--- src/rtl/mdio_pkg.sv ---
package mdio_pkg;

    localparam int FRAME_BITS = 64;
    localparam int PRE_BITS   = 32;
    localparam int TA_FIRST   = 46;
    localparam int DATA_FIRST = 48;

    typedef enum logic [1:0] {
        OP_ADDR  = 2'b00,
        OP_WRITE = 2'b01,
        OP_READ  = 2'b11
    } mdio_op_e;

    typedef enum logic [2:0] {
        C_IDLE,
        C_ADDR_RUN,
        C_DATA_LOAD,
        C_DATA_RUN,
        C_DONE
    } ctrl_state_e;

    typedef enum logic [1:0] {
        F_IDLE,
        F_LOW,
        F_HIGH
    } frm_state_e;

    // Packed so that port sits in bits 25:21, device in 20:16, register in 15:0.
    typedef struct packed {
        logic [4:0]  port;
        logic [4:0]  dev;
        logic [15:0] reg_a;
    } addr_cfg_t;

endpackage

--- src/rtl/mdio_cfg_regs.sv ---
module mdio_cfg_regs
    import mdio_pkg::*;
(
    input  logic        clk,
    input  logic        rst_n,
    input  logic        wr_en,
    input  logic [25:0] wdata,
    output addr_cfg_t   cfg,
    output logic [31:0] rdback
);

    always_ff @(posedge clk) begin
        if (!rst_n) begin
            cfg <= '0;
        end else if (wr_en) begin
            cfg <= addr_cfg_t'(wdata);
        end
    end

    always_comb begin
        rdback = {6'b0, cfg};
    end

endmodule

--- src/rtl/mdio_frame_engine.sv ---
module mdio_frame_engine
    import mdio_pkg::*;
#(
    parameter int MDC_DIV = 4
) (
    input  logic        clk,
    input  logic        rst_n,
    input  logic        start,
    input  mdio_op_e    op,
    input  logic [4:0]  port,
    input  logic [4:0]  dev,
    input  logic [15:0] field,
    input  logic        mdio_i,
    output logic        mdc,
    output logic        mdio_o,
    output logic        mdio_oe,
    output logic        busy,
    output logic        done,
    output logic [15:0] cap
);

    localparam int HALF = MDC_DIV / 2;
    localparam int CW   = (HALF > 1) ? $clog2(HALF) : 1;
    localparam int IW   = $clog2(FRAME_BITS);
    localparam logic [CW-1:0] HLAST    = CW'(HALF - 1);
    localparam logic [IW-1:0] LAST_BIT = IW'(FRAME_BITS - 1);

    frm_state_e            st, st_n;
    logic [CW-1:0]         hcnt;
    logic [IW-1:0]         bidx;
    logic [FRAME_BITS-1:0] shreg;
    logic                  rd_frame;
    logic                  half_end;
    logic [1:0]            ta_bits;

    assign half_end = (hcnt == HLAST);
    assign ta_bits  = (op == OP_READ) ? 2'b11 : 2'b10;

    // State register
    always_ff @(posedge clk) begin
        if (!rst_n) st <= F_IDLE;
        else        st <= st_n;
    end

    // Next state
    always_comb begin
        st_n = st;
        unique case (st)
            F_IDLE:  if (start)    st_n = F_LOW;
            F_LOW:   if (half_end) st_n = F_HIGH;
            F_HIGH:  if (half_end) st_n = (bidx == LAST_BIT) ? F_IDLE : F_LOW;
            default: st_n = F_IDLE;
        endcase
    end

    // Divider, shifter and capture
    always_ff @(posedge clk) begin
        if (!rst_n) begin
            hcnt     <= '0;
            bidx     <= '0;
            shreg    <= '0;
            rd_frame <= 1'b0;
            cap      <= '0;
            done     <= 1'b0;
        end else begin
            done <= (st == F_HIGH) && half_end && (bidx == LAST_BIT);
            if (st == F_IDLE || half_end) hcnt <= '0;
            else                          hcnt <= hcnt + 1'b1;
            if (st == F_IDLE && start) begin
                shreg    <= {{PRE_BITS{1'b1}}, 2'b00, op, port, dev, ta_bits, field};
                bidx     <= '0;
                rd_frame <= (op == OP_READ);
            end
            if (st == F_LOW && half_end && rd_frame && bidx >= IW'(DATA_FIRST)) begin
                cap <= {cap[14:0], mdio_i};
            end
            if (st == F_HIGH && half_end && bidx != LAST_BIT) begin
                bidx  <= bidx + 1'b1;
                shreg <= {shreg[FRAME_BITS-2:0], 1'b0};
            end
        end
    end

    // Outputs
    always_comb begin
        mdc     = (st == F_HIGH);
        busy    = (st != F_IDLE);
        mdio_o  = shreg[FRAME_BITS-1];
        mdio_oe = (st != F_IDLE) && !(rd_frame && bidx >= IW'(TA_FIRST));
    end

    // Checker state: rising edges per frame and length of each high phase
    logic [6:0] rise_cnt;
    int         hi_len;

    always_ff @(posedge clk) begin
        if (!rst_n) begin
            rise_cnt <= '0;
            hi_len   <= 0;
        end else begin
            if (st == F_IDLE && start)       rise_cnt <= '0;
            else if (st == F_LOW && half_end) rise_cnt <= rise_cnt + 1'b1;
            hi_len <= mdc ? hi_len + 1 : 0;
        end
    end

    a_r3_sixty_four_rises: assert property (@(posedge clk) disable iff (!rst_n)
        done |-> (rise_cnt == 7'd64));

    a_r5_mdio_quiet_high: assert property (@(posedge clk) disable iff (!rst_n)
        (mdc && $past(mdc)) |-> ($stable(mdio_o) && $stable(mdio_oe)));

    a_r5_half_period: assert property (@(posedge clk) disable iff (!rst_n)
        mdc |-> (hi_len < HALF));

    a_r4_preamble_ones: assert property (@(posedge clk) disable iff (!rst_n)
        (busy && bidx < IW'(PRE_BITS)) |-> (mdio_o && mdio_oe));

endmodule

--- src/rtl/mdio_seq_ctrl.sv ---
module mdio_seq_ctrl
    import mdio_pkg::*;
(
    input  logic        clk,
    input  logic        rst_n,
    input  logic        acc_data,
    input  logic        acc_wr,
    input  addr_cfg_t   cfg,
    input  logic [15:0] wdata,
    input  logic        eng_done,
    input  logic        eng_busy,
    input  logic [15:0] eng_cap,
    output logic        start,
    output mdio_op_e    op,
    output logic [15:0] field,
    output logic        wait_o,
    output logic        busy,
    output logic [15:0] rd_q
);

    ctrl_state_e st, st_n;
    logic        cmd_wr;
    logic [15:0] wq;

    // State register
    always_ff @(posedge clk) begin
        if (!rst_n) st <= C_IDLE;
        else        st <= st_n;
    end

    // Next state
    always_comb begin
        st_n = st;
        unique case (st)
            C_IDLE:      if (acc_data) st_n = C_ADDR_RUN;
            C_ADDR_RUN:  if (eng_done) st_n = C_DATA_LOAD;
            C_DATA_LOAD: st_n = C_DATA_RUN;
            C_DATA_RUN:  if (eng_done) st_n = C_DONE;
            C_DONE:      st_n = C_IDLE;
            default:     st_n = C_IDLE;
        endcase
    end

    // Command capture and read-data latch
    always_ff @(posedge clk) begin
        if (!rst_n) begin
            cmd_wr <= 1'b0;
            wq     <= '0;
            rd_q   <= '0;
        end else begin
            if (st == C_IDLE && acc_data) begin
                cmd_wr <= acc_wr;
                wq     <= wdata;
            end
            if (st == C_DATA_RUN && eng_done && !cmd_wr) begin
                rd_q <= eng_cap;
            end
        end
    end

    // Outputs
    always_comb begin
        start  = 1'b0;
        op     = OP_ADDR;
        field  = cfg.reg_a;
        wait_o = acc_data && (st != C_DONE);
        busy   = (st != C_IDLE);
        unique case (st)
            C_IDLE:      start = acc_data;
            C_DATA_LOAD: begin
                start = 1'b1;
                op    = cmd_wr ? OP_WRITE : OP_READ;
                field = cmd_wr ? wq : 16'h0000;
            end
            default: ;
        endcase
    end

    // Checker: frames started per access
    logic [1:0] n_start;

    always_ff @(posedge clk) begin
        if (!rst_n)            n_start <= '0;
        else if (st == C_IDLE) n_start <= start ? 2'd1 : 2'd0;
        else if (start)        n_start <= n_start + 1'b1;
    end

    a_r3_two_frames: assert property (@(posedge clk) disable iff (!rst_n)
        (st == C_DONE) |-> (n_start == 2'd2));

    a_r8_hold_wait: assert property (@(posedge clk) disable iff (!rst_n)
        (acc_data && eng_busy) |-> wait_o);

endmodule

--- src/rtl/mdio_c45_master.sv ---
module mdio_c45_master
    import mdio_pkg::*;
#(
    parameter int MDC_DIV = 4
) (
    input  logic        clk,
    input  logic        rst_n,
    input  logic        csr_win,
    input  logic        csr_rd,
    input  logic        csr_wr,
    input  logic [31:0] csr_wdata,
    output logic [31:0] csr_rdata,
    output logic        csr_wait,
    output logic        mdc,
    output logic        mdio_o,
    output logic        mdio_oe,
    input  logic        mdio_i
);

    addr_cfg_t   cfg;
    logic [31:0] cfg_rd;
    logic        acc_any, acc_data, acc_cfg;
    logic        start, eng_busy, eng_done, data_wait, ctrl_busy;
    mdio_op_e    op;
    logic [15:0] field, cap, rd_q;
    logic        unused_wbits;

    assign unused_wbits = ^csr_wdata[31:26];
    assign acc_any  = csr_rd || csr_wr;
    assign acc_data = acc_any && !csr_win;
    assign acc_cfg  = acc_any && csr_win;

    mdio_cfg_regs u_cfg (
        .clk    (clk),
        .rst_n  (rst_n),
        .wr_en  (acc_cfg && csr_wr && !ctrl_busy),
        .wdata  (csr_wdata[25:0]),
        .cfg    (cfg),
        .rdback (cfg_rd)
    );

    mdio_seq_ctrl u_ctrl (
        .clk      (clk),
        .rst_n    (rst_n),
        .acc_data (acc_data),
        .acc_wr   (csr_wr),
        .cfg      (cfg),
        .wdata    (csr_wdata[15:0]),
        .eng_done (eng_done),
        .eng_busy (eng_busy),
        .eng_cap  (cap),
        .start    (start),
        .op       (op),
        .field    (field),
        .wait_o   (data_wait),
        .busy     (ctrl_busy),
        .rd_q     (rd_q)
    );

    mdio_frame_engine #(
        .MDC_DIV (MDC_DIV)
    ) u_eng (
        .clk     (clk),
        .rst_n   (rst_n),
        .start   (start),
        .op      (op),
        .port    (cfg.port),
        .dev     (cfg.dev),
        .field   (field),
        .mdio_i  (mdio_i),
        .mdc     (mdc),
        .mdio_o  (mdio_o),
        .mdio_oe (mdio_oe),
        .busy    (eng_busy),
        .done    (eng_done),
        .cap     (cap)
    );

    always_comb begin
        csr_wait  = data_wait || (acc_cfg && ctrl_busy);
        csr_rdata = csr_win ? cfg_rd : {16'h0000, rd_q};
    end

    a_r6_release_when_idle: assert property (@(posedge clk) disable iff (!rst_n)
        !eng_busy |-> !mdio_oe);

    a_r5_mdc_low_idle: assert property (@(posedge clk) disable iff (!rst_n)
        !eng_busy |-> !mdc);

endmodule

--- config.mk ---
export PLATFORM = sky130hd
export DESIGN_NAME = mdio_c45_master
export DESIGN_NICKNAME = d
export VERILOG_FILES = /design/src/rtl/mdio_pkg.sv /design/src/rtl/mdio_cfg_regs.sv /design/src/rtl/mdio_frame_engine.sv /design/src/rtl/mdio_seq_ctrl.sv /design/src/rtl/mdio_c45_master.sv
export SDC_FILE = /design/constraint.sdc
export NUM_CORES = 1
export LEC_CHECK = 0
export BUFFER_PORTS_ARGS = -buffer_cell sky130_fd_sc_hd__buf_2
export CORE_AREA = 2 2 113 115
export DETAILED_ROUTE_END_ITERATION = 16
export DIE_AREA = 0 0 115 117
export PLACE_DENSITY = 0.79
export REMOVE_ABC_BUFFERS = 1
export SYNTH_ARGS = -nofsm -noshare
export SYNTH_HDL_FRONTEND = slang
export SYNTH_HIERARCHICAL = 1
export SYNTH_SLANG_ARGS = --single-unit
--- constraint.sdc ---
create_clock -name clk -period 2.6 [get_ports clk]
set_clock_uncertainty 0.15 [all_clocks]
set_input_delay 0 -clock clk [delete_from_list [all_inputs] [get_ports clk]]
set_output_delay 0 -clock clk [all_outputs]
set_load 0.03 [all_outputs]
==> metrics <==
status complete, no violations; hold depth 4; worst reg2reg path depth 6; Vias 5,398; Filler cells between 900 and 1,000; Reg2Reg Launch Point u_ctrl/st[0]$_SDFFE_PN0P_; syn avg cell area 9.12 um^2; RSZ-0062 raised after global routing no; pre-CTS WS 0.296 ns; commonest non-fill, non-tap cell in the layout dfxtp_1; CP Cell Sequence nor4b_4 > buf_12 > nand3_1 > dlygate4sd3_1 > o21ai_0 > dlygate4sd3_1; CTS tree built; number of synthesized flops with an enable pin 0; FF-to-FF End u_ctrl/wq[9]$_SDFFE_PN0P_; DRT Pass-1 Iters 4; Clk pwr share 0.448; H-Tree Depth 4; # diodes 0; worst min-delay path category in -> reg; Top FF cell, synth dfxtp_1; Switching Fraction 0.232; DR WL/cell around 15 um; root buffer cell clkbuf_16; largest net degree at the start of global routing 78; IO buf count 61; cells after synthesis 778; PwrDens 666 nW/um^2; # Max-Cap Violations 0; most frequent cells in the layout 153 x dfxtp_1, 93 x nand2_1, 60 x buf_2; starting DRC count in detailed routing approximately 380; Core Rows 41; layout cell share with drive strength beyond 1 0.162; most frequent CP cell dlygate4sd3_1; final WL 14,600 um; Final Max Slew Viols 0; antenna violations before repair 0; CP max stage cell dlygate4sd3_1; WHS 0.182 ns; Crit Path Class reg -> reg; final hold vios 0; hold path startpoint csr_wdata[1]; Startpoint Class flip-flop; Final setup viols 0; first-pass GRT wire length 22,700 um; latest clock arrival within the worst-skew pair 0.43 ns; Worst Max-Slew Pin Slew 0.813 ns; Die ar. 13,500 um^2; GRT Total Usage 0.211; min Tclk post-route 2.55 ns; Psw 1.26 mW; Clock Pin Slew Worst Setup and Hold Paths 0.06 ns; Synth cell types 48; critical path endpoint category flip-flop; Die Span Y 117 um; CP max stage delay roughly 0.6 ns; CP max FO 17; remaining antenna violation count 0; Logic pwr share 0.090; CP arrival 2.77 ns; area added between synthesis and finish 14.7%; global placement routability congestion 0.777; worst-case hold path end point u_ctrl/wq[1]$_SDFFE_PN0P_; Req. time, crit path 2.82 ns; Cell Int Power 4.16 mW; Leak Pwr between 3 and 4 nW; Reg area 3060 um^2; Final #Nets between 800 and 900; DRC Markers 0; Slew headroom 0.457; Core ar. 12,300 um^2; Max VDD drop 0.566 mV; setup slack, reg-to-reg 0.05 ns; setup ws final 0.0466 ns; synthesized flop and latch total 153; f_max 392 MHz; Tcrit/Tclk final 0.982; CTS Sinks 153; Initial Utilization 0.576; detailed placement HPWL 8460 um; grt ovf 0; Async SR Flop Fraction 0; sequential area share after synthesis 0.432; Tot Pwr ~5.4 mW; post-DR vias/cell 5.49; cts bufs inserted 17; share of power burned in registers 0.462; vias in the first global route 5,035; Cell Area, Synth slightly above 7000 um^2; Chip Width approximately 120 um; yosys warns 6; CTS Buffer Depth 2; I/O pin count 74; Multi-input gate area 3390 um^2
Yosys cell counts (11+ instances only):
library cell,number,share of area
a21boi_0,29,0.031
nor2b_1,46,0.041
and2_1,20,0.018
nand2_1,93,0.049
dfxtp_1,153,0.43
o21ai_0,22,0.016
o21ai_1,14,0.0099
clkbuf_1,26,0.014
nor2_1,46,0.024
buf_2,20,0.014
nor3_1,33,0.023
mux2i_1,59,0.083
buf_4,34,0.036
mux2_4,11,0.023
nand3_1,50,0.035
a22oi_1,27,0.029
nor3b_1,33,0.035
final cells by class:
type | instances | area share
multi-input cells | 531 | 0.417
clock inverters | 7 | 0.0114
flip-flops and latches | 153 | 0.376
repair buffers | 115 | 0.111
inverters | 4 | 0.00184
clock buffers | 23 | 0.0600
well taps | 150 | 0.0231
how the worst max path moves through the flow:
stage / startpoint / to / slack [ns] / cells after the start
floorplan: u_eng/bidx[5]$_SDFFE_PN0P_ / u_eng/cap[0]$_SDFFE_PN0P_ / -0.98 / 4
global placement: u_ctrl/st[1]$_SDFFE_PN0P_ / u_eng/shreg[16]$_SDFFE_PN0P_ / 0.37 / 7
detailed placement: u_ctrl/st[1]$_SDFFE_PN0P_ / u_eng/shreg[26]$_SDFFE_PN0P_ / 0.30 / 7
CTS: u_ctrl/st[2]$_SDFFE_PN0P_ / u_ctrl/wq[0]$_SDFFE_PN0P_ / 0.04 / 6
global route: u_ctrl/st[1]$_SDFFE_PN0P_ / u_ctrl/wq[9]$_SDFFE_PN0P_ / 0.01 / 6
finish: u_ctrl/st[0]$_SDFFE_PN0P_ / u_ctrl/wq[9]$_SDFFE_PN0P_ / 0.05 / 6
cell families (layout without fill, tap and decap cells):
kind of cell	Yosys count	after routing	synth area share
DFF	153	153	0.432
other	1	6	0.000529
adders and majority gates	1	1	0.00176
buffers and inverters	99	149	0.0963
muxes	76	76	0.116
AOI/OAI and AO/OA	108	108	0.104
xor gates and xnor gates	3	3	0.00370
and+or+nand+nor	337	337	0.246
power by group through the flow:
| stage | clock, mW | sequential, mW | combinational [mW] |
|---|---|---|---|
| 2_1_floorplan | 0 | 2.54 | 0.272 |
| 3_3_place_gp | 0 | 2.55 | 0.408 |
| 3_5_place_dp | 0 | 2.55 | 0.425 |
| 6_report | 2.43 | 2.50 | 0.489 |
| 5_1_grt | 2.57 | 2.51 | 0.535 |
| 4_1_cts | 2.45 | 2.50 | 0.472 |
critical path: cells and delay by family (launching register included):
kind            cells  cell delay (ns)
compound gates      1             0.09
buf+inv             3             1.37
flops               1             0.39
simple gates        2             0.48
flip-flops by register name, summed over array words and instances (netlist names):
signal and flops:
u_eng/shreg 64, u_cfg/cfg 26, u_ctrl/rd_q 16, u_ctrl/wq 16, u_eng/cap 16, u_eng/bidx 6, u_ctrl/st 3, u_eng/st 2
u_ctrl/cmd_wr 1, u_eng/done 1, u_eng/half_end 1, u_eng/rd_frame 1
per-layer routing:
metal	vias to the layer above	global-route usage	routed length (um)
met5	-	0	0
met4	0	0.0892	218
met3	18	0.0546	542
met2	109	0.374	7390
met1	2565	0.244	6430
li1	2706	-	-
through the flow:
step / area, um^2 / setup TNS [ns] / cells / utilization
after floorplan: 6440 / -64.51 / 688 / -
after global placement: 7130 / 0 / 913 / 0.579
after detailed placement: 7130 / 0 / 913 / 0.579
after CTS: 8090 / 0 / 981 / 0.657
after global routing: 8140 / 0 / 983 / 0.661
final: 8140 / 0 / 983 / 0.661
timing repair:
action	4_1_cts	5_1_grt
endpoints found under the setup margin	0	3
gates resized for setup	0	4
buffers inserted	0	1
hold buffers	38	0
endpoints found under the hold margin	79	0
No activity file was read; power rests on OpenSTA's default activity.
